==> config.mk <==
export PLATFORM = sky130hd
export DESIGN_NAME = hub_repeater
export DESIGN_NICKNAME = d
export VERILOG_FILES = /design/src/rtl/hubRptPkg.sv /design/src/rtl/hubRptCtrl.sv /design/src/rtl/hubRptData.sv /design/src/rtl/hub_repeater.sv
export SDC_FILE = /design/constraint.sdc
export NUM_CORES = 1
export LEC_CHECK = 0
export BUFFER_PORTS_ARGS = -buffer_cell sky130_fd_sc_hd__clkbuf_2
export CAP_MARGIN = 40
export CORE_MARGIN = 3
export CORE_UTILIZATION = 53
export DETAILED_ROUTE_END_ITERATION = 10
export GPL_TIMING_DRIVEN = 0
export PLACE_DENSITY = 0.78
export SLEW_MARGIN = 0
export SYNTH_ARGS = -nofsm -noshare
export SYNTH_HDL_FRONTEND = slang
export SYNTH_HIERARCHICAL = 1
export SYNTH_SLANG_ARGS = --single-unit
==> constraint.sdc <==
create_clock -name clk -period 3.3 [get_ports clk]
set_input_delay 0.66 -clock clk [delete_from_list [all_inputs] [get_ports clk]]
set_output_delay 0.66 -clock clk [all_outputs]
set_load 0.005 [all_outputs]
==> src/rtl/hubRptPkg.sv <==
package hubRptPkg;
  localparam int NUM_DN = 4;
  localparam int IDX_W  = $clog2(NUM_DN);

  typedef logic [1:0] line_t;
  localparam line_t LINE_SE0 = 2'b00;
  localparam line_t LINE_DMH = 2'b01;  // D- high
  localparam line_t LINE_DPH = 2'b10;  // D+ high

  // Selection and mask strobes from control to datapath, valid in the current cycle
  typedef struct packed {
    logic              actDown;
    logic              actUp;
    logic [IDX_W-1:0]  srcIdx;
    line_t             srcIdle;
    logic [NUM_DN-1:0] dnMask;
    logic [NUM_DN-1:0] lsMask;
  } ctlStrobe_t;
endpackage

==> src/rtl/hubRptCtrl.sv <==
module hubRptCtrl
  import hubRptPkg::*;
(
  input  logic              clk,
  input  logic              rstN,
  input  line_t             upLine,
  input  logic [2*NUM_DN-1:0] dnLine,
  input  logic [NUM_DN-1:0] portEn,
  input  logic              preStrobe,
  input  logic              eop,
  output ctlStrobe_t        ctl
);
  typedef enum logic [1:0] {S_IDLE, S_DOWN, S_UP, S_TAIL} sess_t;

  sess_t sess, sessNext;
  logic [IDX_W-1:0]  owner, firstIdx, srcIdx;
  logic [NUM_DN-1:0] attached, isLs, leaving, enMask, lsMaskC;
  logic lsOpen, lsGate, startDown, startUp, actDown, actUp;
  line_t portLine [NUM_DN];
  line_t idleLvl  [NUM_DN];

  assign enMask = attached & portEn;

  for (genvar gi = 0; gi < NUM_DN; gi++) begin : g_port
    assign portLine[gi] = dnLine[2*gi +: 2];
    assign idleLvl[gi]  = isLs[gi] ? LINE_DMH : LINE_DPH;
    assign leaving[gi]  = enMask[gi] && (portLine[gi] != idleLvl[gi]);
  end

  // lowest index wins
  always_comb begin
    firstIdx = '0;
    for (int i = NUM_DN - 1; i >= 0; i--)
      if (leaving[i]) firstIdx = IDX_W'(i);
  end

  assign startDown = (sess == S_IDLE) && (upLine != LINE_DPH);
  assign startUp   = (sess == S_IDLE) && !startDown && (|leaving);
  assign actDown   = (sess == S_DOWN) || startDown;
  assign actUp     = (sess == S_UP) || startUp;
  assign lsGate    = actDown && (lsOpen || preStrobe);
  assign srcIdx    = startUp ? firstIdx : owner;
  assign lsMaskC   = lsGate ? (enMask & isLs) : '0;

  always_comb begin
    ctl.actDown = actDown;
    ctl.actUp   = actUp;
    ctl.srcIdx  = srcIdx;
    ctl.srcIdle = actUp ? idleLvl[srcIdx] : LINE_DPH;
    ctl.lsMask  = lsMaskC;
    ctl.dnMask  = actDown ? ((enMask & ~isLs) | lsMaskC) : '0;
  end

  always_comb begin
    sessNext = sess;
    unique case (sess)
      S_IDLE: if (startDown) sessNext = S_DOWN;
              else if (startUp) sessNext = S_UP;
      S_DOWN: if (eop) sessNext = S_IDLE;
      S_UP:   if (eop) sessNext = S_TAIL;
      S_TAIL: sessNext = S_IDLE;
      default: sessNext = S_IDLE;
    endcase
  end

  always_ff @(posedge clk) begin
    if (!rstN) begin
      sess     <= S_IDLE;
      owner    <= '0;
      lsOpen   <= 1'b0;
      attached <= '0;
      isLs     <= '0;
    end else begin
      sess   <= sessNext;
      lsOpen <= lsGate && !eop;
      if (startUp) owner <= firstIdx;
      for (int i = 0; i < NUM_DN; i++) begin
        if (sess == S_IDLE && !portEn[i]) begin
          attached[i] <= (portLine[i] != LINE_SE0);
          isLs[i]     <= (portLine[i] == LINE_DMH);
        end
      end
    end
  end

  AST_LS_NEEDS_PRE: assert property (@(posedge clk) disable iff (!rstN)
    $rose(lsOpen) |-> $past(preStrobe));
  AST_LS_ONLY_DOWN: assert property (@(posedge clk) disable iff (!rstN)
    (sess != S_DOWN) |-> !lsOpen);
  AST_EOP_ENDS_DOWN: assert property (@(posedge clk) disable iff (!rstN)
    (sess == S_DOWN && eop) |=> (sess == S_IDLE));
  AST_TAIL_ONE_CYCLE: assert property (@(posedge clk) disable iff (!rstN)
    (sess == S_TAIL) |=> (sess == S_IDLE));
  AST_OWNER_HELD: assert property (@(posedge clk) disable iff (!rstN)
    (sess == S_UP) |=> (sess != S_UP || $stable(owner)));
endmodule

==> src/rtl/hubRptData.sv <==
module hubRptData
  import hubRptPkg::*;
#(
  parameter int FRAME_LEN = 12000,
  localparam int FRAME_W = $clog2(FRAME_LEN)
) (
  input  logic              clk,
  input  logic              rstN,
  input  line_t             upLine,
  input  logic [2*NUM_DN-1:0] dnLine,
  input  logic              sofStrobe,
  input  ctlStrobe_t        ctl,
  output logic              eop,
  output logic              upDrive,
  output logic [NUM_DN-1:0] dnDrive,
  output logic [NUM_DN-1:0] lsSel,
  output line_t             repLine,
  output logic [FRAME_W-1:0] frameCnt
);
  line_t srcLine;
  logic [1:0] se0Cnt;
  logic act;

  assign act     = ctl.actDown || ctl.actUp;
  assign srcLine = ctl.actDown ? upLine : dnLine[2*int'(ctl.srcIdx) +: 2];
  assign eop     = act && (srcLine == ctl.srcIdle) && (se0Cnt == 2'd2);

  always_ff @(posedge clk) begin
    if (!rstN) begin
      se0Cnt  <= '0;
      upDrive <= 1'b0;
      dnDrive <= '0;
      lsSel   <= '0;
      repLine <= LINE_DPH;
    end else begin
      if (act && srcLine == LINE_SE0) se0Cnt <= (se0Cnt == 2'd2) ? 2'd2 : se0Cnt + 2'd1;
      else se0Cnt <= '0;
      upDrive <= ctl.actUp;
      dnDrive <= ctl.dnMask;
      lsSel   <= ctl.lsMask;
      repLine <= act ? srcLine : LINE_DPH;
    end
  end

  always_ff @(posedge clk) begin
    if (!rstN || sofStrobe) frameCnt <= '0;
    else if (frameCnt == FRAME_W'(FRAME_LEN - 1)) frameCnt <= '0;
    else frameCnt <= frameCnt + 1'b1;
  end

  AST_ONE_DIRECTION: assert property (@(posedge clk) disable iff (!rstN)
    !(upDrive && (|dnDrive)));
  AST_LS_SEL_DRIVEN: assert property (@(posedge clk) disable iff (!rstN)
    (lsSel & ~dnDrive) == '0);
  AST_SOF_CLEARS: assert property (@(posedge clk) disable iff (!rstN)
    sofStrobe |=> (frameCnt == '0));
  AST_FRAME_RANGE: assert property (@(posedge clk) disable iff (!rstN)
    frameCnt <= FRAME_W'(FRAME_LEN - 1));
endmodule

==> src/rtl/hub_repeater.sv <==
module hub_repeater
  import hubRptPkg::*;
#(
  parameter int FRAME_LEN = 12000,
  localparam int FRAME_W = $clog2(FRAME_LEN)
) (
  input  logic                clk,
  input  logic                rstN,
  input  logic [1:0]          upLine,
  input  logic [2*NUM_DN-1:0] dnLine,
  input  logic [NUM_DN-1:0]   portEn,
  input  logic                preStrobe,
  input  logic                sofStrobe,
  output logic                upDrive,
  output logic [NUM_DN-1:0]   dnDrive,
  output logic [NUM_DN-1:0]   lsSel,
  output logic [1:0]          repLine,
  output logic [FRAME_W-1:0]  frameCnt
);
  ctlStrobe_t ctl;
  logic eop;

  hubRptCtrl u_ctrl (
    .clk(clk), .rstN(rstN), .upLine(upLine), .dnLine(dnLine), .portEn(portEn),
    .preStrobe(preStrobe), .eop(eop), .ctl(ctl)
  );

  hubRptData #(.FRAME_LEN(FRAME_LEN)) u_data (
    .clk(clk), .rstN(rstN), .upLine(upLine), .dnLine(dnLine), .sofStrobe(sofStrobe),
    .ctl(ctl), .eop(eop), .upDrive(upDrive), .dnDrive(dnDrive), .lsSel(lsSel),
    .repLine(repLine), .frameCnt(frameCnt)
  );
endmodule

=== After elaboration in Yosys (flattened, before gate mapping) ===
Cells that the tools add are included.

* Register bits after elaboration: 40
* Bits of input ports: 18
* Output and inout port bits: 25
* Logic and storage cells: 110

* $add $sub $neg: 2
* Order comparisons: 1
* Equal/unequal tests: 18
* Shifts and indexed selects: 1
* Muxes and demuxes: 21
* Bitwise logic cells: 8
* Reduce and logical (&&, ||, !) cells: 41

{| class="wikitable"
|+ Operator list
! operator !! count
|-
| 2-to-1 mux 2 bit || 18
|-
| logical AND 1 bit || 16
|-
| adder 14 x 1 -> 14 bit, second input constant || 1
|-
| == test 14 bit, second input constant || 1
|-
| bitwise AND 4 bit || 3
|-
| == test 2 x 1 -> 1 bit, second input constant || 5
|-
| != test 2 bit || 4
|-
| one-hot mux 2 bit (4 select lines) || 1
|-
| nonzero test 2 bit || 4
|-
| indexed part select 8 x 4 -> 2 bit || 1
|-
| zero test 1 bit || 7
|-
| == test 2 bit, second input constant || 3
|-
| AND reduction 2 bit || 3
|-
| logical OR 1 bit || 5
|-
| binary-select mux 2 bit (select 2 bit) || 1
|-
| zero test 2 bit || 2
|-
| 2-to-1 mux 4 bit || 1
|-
| != test 2 x 1 -> 1 bit, second input constant || 2
|-
| inverter 4 bit || 1
|-
| bitwise OR 4 bit || 1
|-
| OR reduction 4 bit || 1
|-
| greater-or-equal comparator 3 bit, second input constant || 1
|-
| != test 3 x 1 -> 1 bit, second input constant || 1
|-
| inverter 2 -> 3 bit || 1
|-
| other kinds (7) || 8
|}

=== Longest topological paths before layout ===
Gate-level depths: netlist of the first run.

* Word-level depth: 18
* Gate-level depth with buffers: 12
* Gate-level depth less buffers: 11

=== Hierarchy ===
Netlist of the first run, hierarchy kept.

{| class="wikitable"
|+ By module, submodules not included
! module !! instances !! cells an instance !! area each (um2) !! sequential area each (um2)
|-
| hubRptData || 1 || 115 || 1143.6 || 540.5
|-
| hubRptCtrl || 1 || 98 || 837.1 || 260.2
|}

=== Worst setup path after synthesis of the first run ===
No wires, ideal clock.

* Path kind: in2reg
* Start: input upLine[0]
* End: register u_ctrl.sess[0]
* Setup time: 59 ps
* Data arrival time: 2991 ps
* Data required time: 3241 ps
* Path slack: 251 ps
* Stages on the path: 12
* Path buffers: 1
* Path through: nand2b_1 > or3_4 > buf_6 > a21oi_1 > o22ai_1 > inv_1 > mux4_2 > mux2i_4 > xnor2_1 > nor3_2 > mux2i_1 > and3_2

{| class="wikitable"
|+ RTL lines
! element !! line !! text
|-
| start, declared || hub_repeater.sv:9 || <nowiki>input logic [1:0] upLine,</nowiki>
|-
| end signal, assigned || hubRptCtrl.sv:74 || <nowiki>sess <= sessNext;</nowiki>
|-
| end, declared || hubRptCtrl.sv:15 || <nowiki>sess_t sess, sessNext;</nowiki>
|}

==> results of run 1 <==
[power by group through the flow]
stage	clock network, mW	logic [mW]	registers (mW)
detailed placement	0	0.112	0.517
global route	0.447	0.126	0.507
CTS	0.421	0.112	0.505
finish	0.408	0.112	0.505
global placement	0	0.110	0.516
floorplan	0	0.0759	0.515
[stage by stage]
step	hold slack [ps]	util, %	power (mW)	TNS [ps]
detailed placement	438	64.8	0.629	-101
finish	453	68.1	1.02	0
floorplan	412	-	0.591	0
CTS	456	68.1	1.04	0
global placement	420	64.8	0.627	-61.0
global route	479	68.1	1.08	0
[worst max-delay path, cell delays in order]
cell      delay, ps
clkbuf_2        100
nor2b_1         140
a211o_2         360
a21boi_0        130
o22ai_1         340
inv_1           170
mux4_2          510
mux2i_4         180
xnor2_1          90
nor3_2          250
mux2i_1         200
and3_2          180
[cells in the final DEF, fill, tap and decap left out, drive strengths merged, types with 2 or more instances in the layout]
cell type,count
o21ai,6
mux2i,7
dfxtp,40
and4,4
nor3b,5
nand3,5
nand2b,4
a21oi,8
mux2,3
ha,2
a211oi,9
mux4,2
and3,3
nand2,6
a211o,4
inv,10
nor3,8
nor2,30
xnor2,8
or3,4
nand4,3
nor4,5
xor2,3
and2,10
buf,7
clkbuf,50
nor2b,5
[flip-flops by register name (all words and copies together) (netlist names)]
name / cells
u_data/frameCnt: 14
u_ctrl/lsOpen: 1
u_ctrl/owner: 2
u_data/repLine: 2
u_data/dnDrive: 4
u_ctrl/attached: 4
u_data/lsSel: 4
u_ctrl/sess: 2
u_ctrl/isLs: 4
u_data/se0Cnt: 2
u_data/upDrive: 1
[final cells by class]
cell class / instances / area [um2] / area share, %
Buffer: 10 / 66.3 / 2.81
Clock buffer: 5 / 68.8 / 2.91
Clock inverter: 3 / 46.3 / 1.96
Inverter: 9 / 33.8 / 1.43
Multi-Input combinational cell: 154 / 1080 / 45.7
Sequential cell: 40 / 801 / 33.9
Tap cell: 46 / 57.6 / 2.44
Timing Repair Buffer: 42 / 210 / 8.89
[final timing paths]
check                                                  from                           to  slack (ps)  cells past startpoint
worst min-delay path            u_data/se0Cnt[0]$_SDFF_PP0_  u_data/se0Cnt[0]$_SDFF_PP0_         450                      1
worst min register to register  u_data/se0Cnt[0]$_SDFF_PP0_  u_data/se0Cnt[0]$_SDFF_PP0_         450                      1
worst max register to register  u_ctrl/isLs[0]$_SDFFE_PN0P_  u_ctrl/sess[0]$_SDFFE_PN0P_         330                     11
worst max-delay path                              dnLine[0]  u_ctrl/sess[0]$_SDFFE_PN0P_         210                     12
[logic make-up after synthesis]
logic type | Yosys count
multiplexers | 12
AND/OR/NAND/NOR | 93
adder cells (fa/ha/maj) | 2
flip-flops | 40
buffers and inverters | 19
AO/OA/AOI/OAI | 36
XOR/XNOR | 11
[metal layers]
metal	up-vias	part of all wire (%)
met3	7	4.1
met1	762	47
met2	41	47
li1	854	-
met4	0	1.7
met5	-	0
==> results by group, run 1 <==
Global route
  – Grt total ovfl: 0
  – Pin count of the biggest net entering global routing: 15
  – Initial antenna violation count: 0
  – First-pass GRT wire length: 6770 um
  – Vias in the first global route: 1536
  – GR Layer Usage met3: 4.16%
  – GR Layer Usage met1: 25.3%
  – Met2 Use GR: 31.9%
  – GRT Total Usage: 19.8%
  – Layer carrying the most global-route usage: met2

Routing
  – Routed wire length per instance: 12.7 um
  – Initial DRC Count: 77
  – Vias: 1664
  – Routed wire length: 3930 um
  – Pre-antenna DRT Iters: 4
  – Antenna Nets Post-Route: 0
  – DR DRC count: 0
  – DR vias/cell: 5.39

Logic synthesis
  – Synth warn: 6
  – Synth area leader: dfxtp_1
  – Adder-Cell Fraction of Synth Area: 1.26%
  – Post-synth EDFFs: 0
  – Simple-gate share of the synthesized area: 26.2%
  – Average size of a mapped cell: 9.30 um2
  – Synth Area in Compound Gates: 13.9%
  – Post-synth cell types: 52
  – Synth top area cells: dfxtp_1 40%, nor2_1 5.7%, xnor2_1 3.5%
  – Seq cells post-synth: 40
  – Syn nets: 233
  – Mux share of post-synthesis cell area: 8.34%
  – Post-synthesis async set-or-reset flop share: 0%
  – Seq/Total Area, Yosys: 40.4%
  – Dominant synthesized flop cell: dfxtp_1
  – Post-Synth XOR/XNOR Area: 4.86%
  – Synth Cell Area: 0.00198 mm2
  – Commonest cells post-synth: 40 x dfxtp_1, 30 x nor2_1, 9 x a211oi_1, 9 x and2_1, 9 x inv_1
  – Synth top area share: 40.4%
  – Top-count cell post-synth: dfxtp_1
  – Syn Inst Count: 213
  – Largest family of logic cells by synthesized area: simple AND/OR/NAND/NOR gates

Timing
  – Pins Over Slew Limit: 0
  – Final setup viols: 0
  – Fin. Hold Viols: 0
  – Fin crit share: 93.5%
  – Final worst setup slack: 213 ps
  – Layout Skew: 3.59 ps
  – Min Tclk post-route: 3090 ps
  – Max Clock Freq: 324 MHz
  – Slew Limit Headroom: 59.5%
  – Worst slew pin tran: 606 ps
  – RSZ-0062 raised after global routing: no

Placement
  – Final HPWL DP: 3060 um
  – # placed instances: 301
  – # port buffers: 42
  – DP Area: 0.00225 mm2
  – GPL Wtd Cong: 0.823
  – Place WS: -101 ps

Floorplan
  – Std-Cell Rows: 21
  – Die area: 0.00451 mm2
  – Io pins: 43
  – Die width: 67.1 um
  – Initial Utilization: 57.1%
  – Die height: 67.1 um
  – Core area: 0.00347 mm2

Finish
  – Layout cells sized above 1: 28.5%
  – Area grow syn2layout: 19.3%
  – Fillers: 311
  – Design Area, Final: 0.00236 mm2
  – Nets: 282
  – Antenna diodes: 0
  – Fin cells: 309

Pwr
  – Cell internal pwr: 0.775 mW
  – Lkg Pwr: 0.932 nW
  – Power share of the combinational group: 10.9%
  – Psw: 0.250 mW
  – Switching share of power: 24.4%
  – Clock network power share: 39.8%
  – Seq pwr share: 49.3%
  – Pwr dens: 434 mW/mm2
  – Maximum VDD drop: 296 uV

Clock tree
  – Postcts setup bufs: 0
  – Clock latency on the worst-skew pair: 300 ps
  – Htree depth: 2
  – Post-CTS Hold Fix Bufs: 0
  – Max clock buf depth: 2
  – Worst-path clk slew: 80 ps
  – Root Buffer: clkbuf_8
  – TritonCTS buffer count: 5
  – Post-CTS Resized: 0
  – CTS tree: yes
  – CTS Sinks: 40

Critical path
  – Crit path DAT: 3330 ps
  – Startpoint type of the worst setup path: input pin
  – WP data required: 3550 ps
  – WS Path Type: in -> reg
  – Kind of end point of the critical path: register
  – CP Max Fanout: 5

Job
  – Max_cap viols: 0

Status
  – Outcome: completed

Hold path
  – Min-delay worst type: reg -> reg
No activity file was read; power rests on OpenSTA's default activity.
==> run 2, diff against run 1 <==
--- a/config.mk
+++ b/config.mk
@@ -11,7 +11,7 @@
 export CORE_UTILIZATION = 53
 export DETAILED_ROUTE_END_ITERATION = 10
 export GPL_TIMING_DRIVEN = 0
-export PLACE_DENSITY = 0.78
+export PLACE_DENSITY_LB_ADDON = 0.12
 export SLEW_MARGIN = 0
 export SYNTH_ARGS = -nofsm -noshare
 export SYNTH_HDL_FRONTEND = slang
==> run 2 against run 1 <==
Effect of this change: final area grew 0.48%; utilization up 0.32 points; sequential cell count is the same; via count fell by 1.9%; cell count unchanged; clock-buffer cell count up 2; worst hold slack got worse by 11 ps; clock skew about the same.
==> results by group, run 2 (same netlist as run 1, synthesis figures left out) <==
Timing
  – Layout Skew: 3.41 ps
  – Worst slew pin tran: 625 ps
  – Final setup viols: 0
  – Slew Limit Headroom: 58.3%
  – RSZ-0062 raised after global routing: no
  – Fin. Hold Viols: 0
  – Final worst setup slack: 221 ps
  – Fin crit share: 93.3%
  – Pins Over Slew Limit: 0
  – Final Hold Slack: 442 ps
  – Min Tclk post-route: 3080 ps
  – Max Clock Freq: 325 MHz
  – Setup_tns: 0 ps

Finish
  – Fillers: 305
  – Commonest non-fill, non-tap cell in the layout: clkbuf_2
  – Nets: 282
  – Layout cells sized above 1: 28.5%
  – Most frequent cells in the layout: 42 x clkbuf_2, 40 x dfxtp_1, 30 x nor2_1
  – Area grow syn2layout: 19.9%
  – Antenna diodes: 0
  – Fin cells: 309
  – Largest register FFs: 14
  – Final core utilization: 68.5%
  – Register bank with the most flops: u_data/frameCnt

Hold path
  – WHS Path Cells: 1
  – Min-delay worst type: reg -> reg

Pwr
  – Clock network power share: 40.9%
  – Pwr dens: 440 mW/mm2
  – Cell internal pwr: 0.814 mW
  – Power share of the combinational group: 10.8%
  – Maximum VDD drop: 263 uV
  – Seq pwr share: 48.3%
  – Switching share of power: 22.1%
  – Psw: 0.231 mW
  – Lkg Pwr: 0.942 nW

Global route
  – Initial antenna violation count: 0
  – Vias in the first global route: 1505
  – First-pass GRT wire length: 6560 um
  – GRT Total Usage: 19.0%
  – Grt total ovfl: 0
  – Pin count of the biggest net entering global routing: 13

Critical path
  – WS Path Type: in -> reg
  – WP data required: 3530 ps
  – Crit path DAT: 3310 ps
  – Startpoint type of the worst setup path: input pin
  – Kind of end point of the critical path: register
  – CP Max Fanout: 5
  – Worst reg-to-reg path cell count: 12

Floorplan
  – Die area: 0.00451 mm2
  – Std-Cell Rows: 21
  – Core area: 0.00347 mm2
  – Io pins: 43
  – Die height: 67.1 um
  – Initial Utilization: 57.1%
  – Die width: 67.1 um

Status
  – Outcome: completed

Routing
  – Routed wire length: 3840 um
  – Vias: 1632
  – Antenna Nets Post-Route: 0
  – DR vias/cell: 5.28
  – Routed wire length per instance: 12.4 um
  – Pre-antenna DRT Iters: 4
  – DR DRC count: 0
  – Initial DRC Count: 64

Placement
  – Final HPWL DP: 2990 um
  – GPL Wtd Cong: 0.767
  – Place WS: -61.1 ps
  – # port buffers: 42
  – # placed instances: 301

Clock tree
  – Htree depth: 2
  – Post-CTS Resized: 0
  – TritonCTS buffer count: 5
  – CTS tree: yes
  – Max clock buf depth: 2
  – CTS Sinks: 40
  – Worst-path clk slew: 70 ps
  – Clock latency on the worst-skew pair: 280 ps
  – Post-CTS Hold Fix Bufs: 0
  – Root Buffer: clkbuf_8
  – Postcts setup bufs: 0

Job
  – Max_cap viols: 0
-- run 2: changes by cell type in the layout (fill, tap and decap cells not counted) --
cell / previous run / this run
clkinvlp_4: 1 / 0
inv_6: 1 / 0
clkbuf_8: 5 / 7
-- run 2: power by group through the flow --
stage	clock (mW)	combinational (mW)	sequential [mW]
after global placement	0	0.111	0.516
after detailed placement	0	0.112	0.517
after CTS	0.443	0.113	0.505
final	0.428	0.112	0.505
after global routing	0.468	0.125	0.507
after floorplan	0	0.0759	0.515
-- run 2: routing by layer --
layer	up-vias	GRT usage [%]	wire [um]
met5	-	0	0
met4	0	9.11	72
met3	7	3.66	189
met2	42	31.5	1770
met1	724	23.6	1800
li1	859	-	-
-- run 2: stage by stage --
stage | instance area (um2) | total power [mW]
finish | 2370 | 1.05
global route | 2370 | 1.10
CTS | 2370 | 1.06
detailed placement | 2250 | 0.629
global placement | 2250 | 0.628
floorplan | 1980 | 0.591
-- run 2: worst max-delay path, cell delays in order --
cell and delay [ps]:
clkbuf_2 120, and2b_2 230, a211o_1 350, a21oi_1 160
o22ai_1 160, inv_1 160, mux4_2 570, mux2i_4 180
xnor2_1 100, nor3_2 250, mux2i_1 190, and3_2 180
-- run 2: final timing paths --
check,start,endpoint,slack (ps)
worst max-delay path,dnLine[7],u_ctrl/sess[0]$_SDFFE_PN0P_,220
worst min-delay path,u_data/se0Cnt[0]$_SDFF_PP0_,u_data/se0Cnt[0]$_SDFF_PP0_,440
worst max register to register,u_ctrl/sess[0]$_SDFFE_PN0P_,u_ctrl/sess[0]$_SDFFE_PN0P_,380
worst min register to register,u_data/se0Cnt[0]$_SDFF_PP0_,u_data/se0Cnt[0]$_SDFF_PP0_,440
-- run 2: cell type report --
| class | count | area, um2 | area share, % |
|---|---|---|---|
| tap | 46 | 57.6 | 2.42 |
| sequential | 40 | 801 | 33.7 |
| timing repair buffer | 42 | 210 | 8.85 |
| clock inverter | 1 | 30.0 | 1.26 |
| clock buffer | 7 | 96.3 | 4.06 |
| buffer | 10 | 66.3 | 2.79 |
| inverter | 9 | 33.8 | 1.42 |
| multi-input combinational | 154 | 1080 | 45.5 |
==> run 3, diff against run 2 <==
--- a/config.mk
+++ b/config.mk
@@ -5,11 +5,11 @@
 export SDC_FILE = /design/constraint.sdc
 export NUM_CORES = 1
 export LEC_CHECK = 0
-export BUFFER_PORTS_ARGS = -buffer_cell sky130_fd_sc_hd__clkbuf_2
-export CAP_MARGIN = 40
+export CAP_MARGIN = 20
 export CORE_MARGIN = 3
-export CORE_UTILIZATION = 53
+export CORE_UTILIZATION = 62
 export DETAILED_ROUTE_END_ITERATION = 10
+export DONT_BUFFER_PORTS = 1
 export GPL_TIMING_DRIVEN = 0
 export PLACE_DENSITY_LB_ADDON = 0.12
 export SLEW_MARGIN = 0
==> run 3 against run 2 <==
Effect of this change: fmax up 2.2%; wire length up 5.6%; cell count down 15%; die area down 13%; clock power down 48%; critical path type is now reg -> reg.
==> results by group, run 3 (same netlist as run 1, synthesis figures left out) <==
Finish
  – Register bank with the most flops: u_data/frameCnt
  – Commonest non-fill, non-tap cell in the layout: dfxtp_1
  – Fillers: 257
  – Layout cells sized above 1: 14.1%
  – Most frequent cells in the layout: 40 x dfxtp_1, 30 x nor2_1, 9 x inv_1, 9 x a211oi_1, 9 x and2_1
  – Multi-input logic area: 0.00108 mm2
  – Antenna diodes: 0
  – Nets: 240
  – Final core utilization: 71.7%
  – Largest register FFs: 14
  – Area grow syn2layout: 4.99%
  – Reg area: 801 um2

Timing
  – Pins Over Slew Limit: 0
  – Fin. Hold Viols: 0
  – Final setup viols: 0
  – Slew Limit Headroom: 61.9%
  – Worst slew pin tran: 571 ps
  – Min Tclk post-route: 3010 ps
  – RSZ-0062 raised after global routing: no
  – Layout Skew: 9.34 ps
  – Max Clock Freq: 332 MHz
  – Fin crit share: 91.3%
  – Setup_tns: 0 ps

Critical path
  – WP data required: 3590 ps
  – CP Max Fanout: 6
  – Startpoint type of the worst setup path: register
  – WS Path Type: reg -> reg
  – Crit path DAT: 3300 ps
  – Worst reg-to-reg path cell count: 11
  – Kind of end point of the critical path: register

Global route
  – GRT Total Usage: 22.6%
  – Grt total ovfl: 0
  – Initial antenna violation count: 0
  – Vias in the first global route: 1480
  – First-pass GRT wire length: 7060 um
  – Pin count of the biggest net entering global routing: 12

Clock tree
  – CTS tree: yes
  – Clock latency on the worst-skew pair: 340 ps
  – Post-CTS Hold Fix Bufs: 0
  – Htree depth: 2
  – Root Buffer: clkbuf_4
  – Post-CTS Resized: 0
  – Max clock buf depth: 2
  – Worst-path clk slew: 110 ps
  – Postcts setup bufs: 0
  – TritonCTS buffer count: 5
  – CTS Sinks: 40

Pwr
  – Switching share of power: 25.0%
  – Cell internal pwr: 0.617 mW
  – Pwr dens: 395 mW/mm2
  – Lkg Pwr: 0.720 nW
  – Clock network power share: 27.3%
  – Seq pwr share: 61.7%
  – Maximum VDD drop: 238 uV
  – Power share of the combinational group: 11.0%
  – Psw: 0.205 mW

Floorplan
  – Die area: 0.00391 mm2
  – Io pins: 43
  – Die width: 62.5 um
  – Core area: 0.00290 mm2
  – Die height: 62.5 um
  – Initial Utilization: 68.3%
  – Std-Cell Rows: 19

Routing
  – Routed wire length per instance: 15.5 um
  – DR vias/cell: 5.96
  – Pre-antenna DRT Iters: 4
  – Initial DRC Count: 105
  – Vias: 1561
  – Routed wire length: 4050 um
  – Antenna Nets Post-Route: 0
  – DR DRC count: 0

Hold path
  – WHS Path Cells: 1
  – Min-delay worst type: reg -> reg

Status
  – Outcome: completed

Placement
  – GPL Wtd Cong: 0.815
  – Final HPWL DP: 3100 um
  – # port buffers: 0

Job
  – Max_cap viols: 0
-- run 3: cell count changes in the layout (fill, tap and decap cells not counted), sizes merged --
cell / change
clkbuf: -43
bufinv: -1
clkinv: +1
-- run 3: cell type report --
type,instances,share of cell area (%)
buffer,10,3.19
clock buffer,6,1.99
clock inverter,1,0.241
inverter,9,1.62
multi-input combinational,154,51.9
sequential,40,38.5
tap,42,2.53
-- run 3: final timing paths --
check                                    from                     endpoint  slack [ps]
setup reg to reg  u_ctrl/isLs[0]$_SDFFE_PN0P_  u_ctrl/sess[0]$_SDFFE_PN0P_         290
hold reg to reg   u_data/se0Cnt[0]$_SDFF_PP0_  u_data/se0Cnt[0]$_SDFF_PP0_         450
setup / recovery  u_ctrl/isLs[0]$_SDFFE_PN0P_  u_ctrl/sess[0]$_SDFFE_PN0P_         290
hold / removal    u_data/se0Cnt[0]$_SDFF_PP0_  u_data/se0Cnt[0]$_SDFF_PP0_         450
-- run 3: per-layer routing --
layer | up-vias | wire, um | GRT usage, % | share of wire (%)
met2 | 68 | 1940 | 36.0 | 48
met3 | 6 | 355 | 7.55 | 8.8
met5 | - | 0 | 0 | 0
met4 | 0 | 52 | 7.99 | 1.3
met1 | 712 | 1710 | 28.5 | 42
li1 | 775 | - | - | -
-- run 3: power by group through the flow --
stage               Sequential, mW  Clock [mW]  Combinational, mW
floorplan                    0.515           0             0.0759
global route                 0.509       0.260              0.102
CTS                          0.507       0.235             0.0908
finish                       0.507       0.224             0.0908
detailed placement           0.518           0             0.0903
global placement             0.518           0             0.0871
-- run 3: through the flow --
step	power, mW	std cells	hold WS, ps	instance area [um2]	worst slack (ps)
finish	0.822	262	450	2080	288
global route	0.871	262	414	2080	96.2
CTS	0.833	262	432	2080	313
detailed placement	0.608	255	434	2030	21.2
global placement	0.605	255	423	2030	78.7
floorplan	0.591	213	412	1980	251
-- run 3: worst max-delay path, stage by stage (launching register included) --
cell      delay (ps)
dfxtp_1          440
nor3b_1           80
a211o_2          350
a21boi_0         140
o22ai_1          350
inv_1            180
mux4_2           510
mux2i_4          180
xnor2_1           90
nor3_2           260
mux2i_1          200
and3_2           180
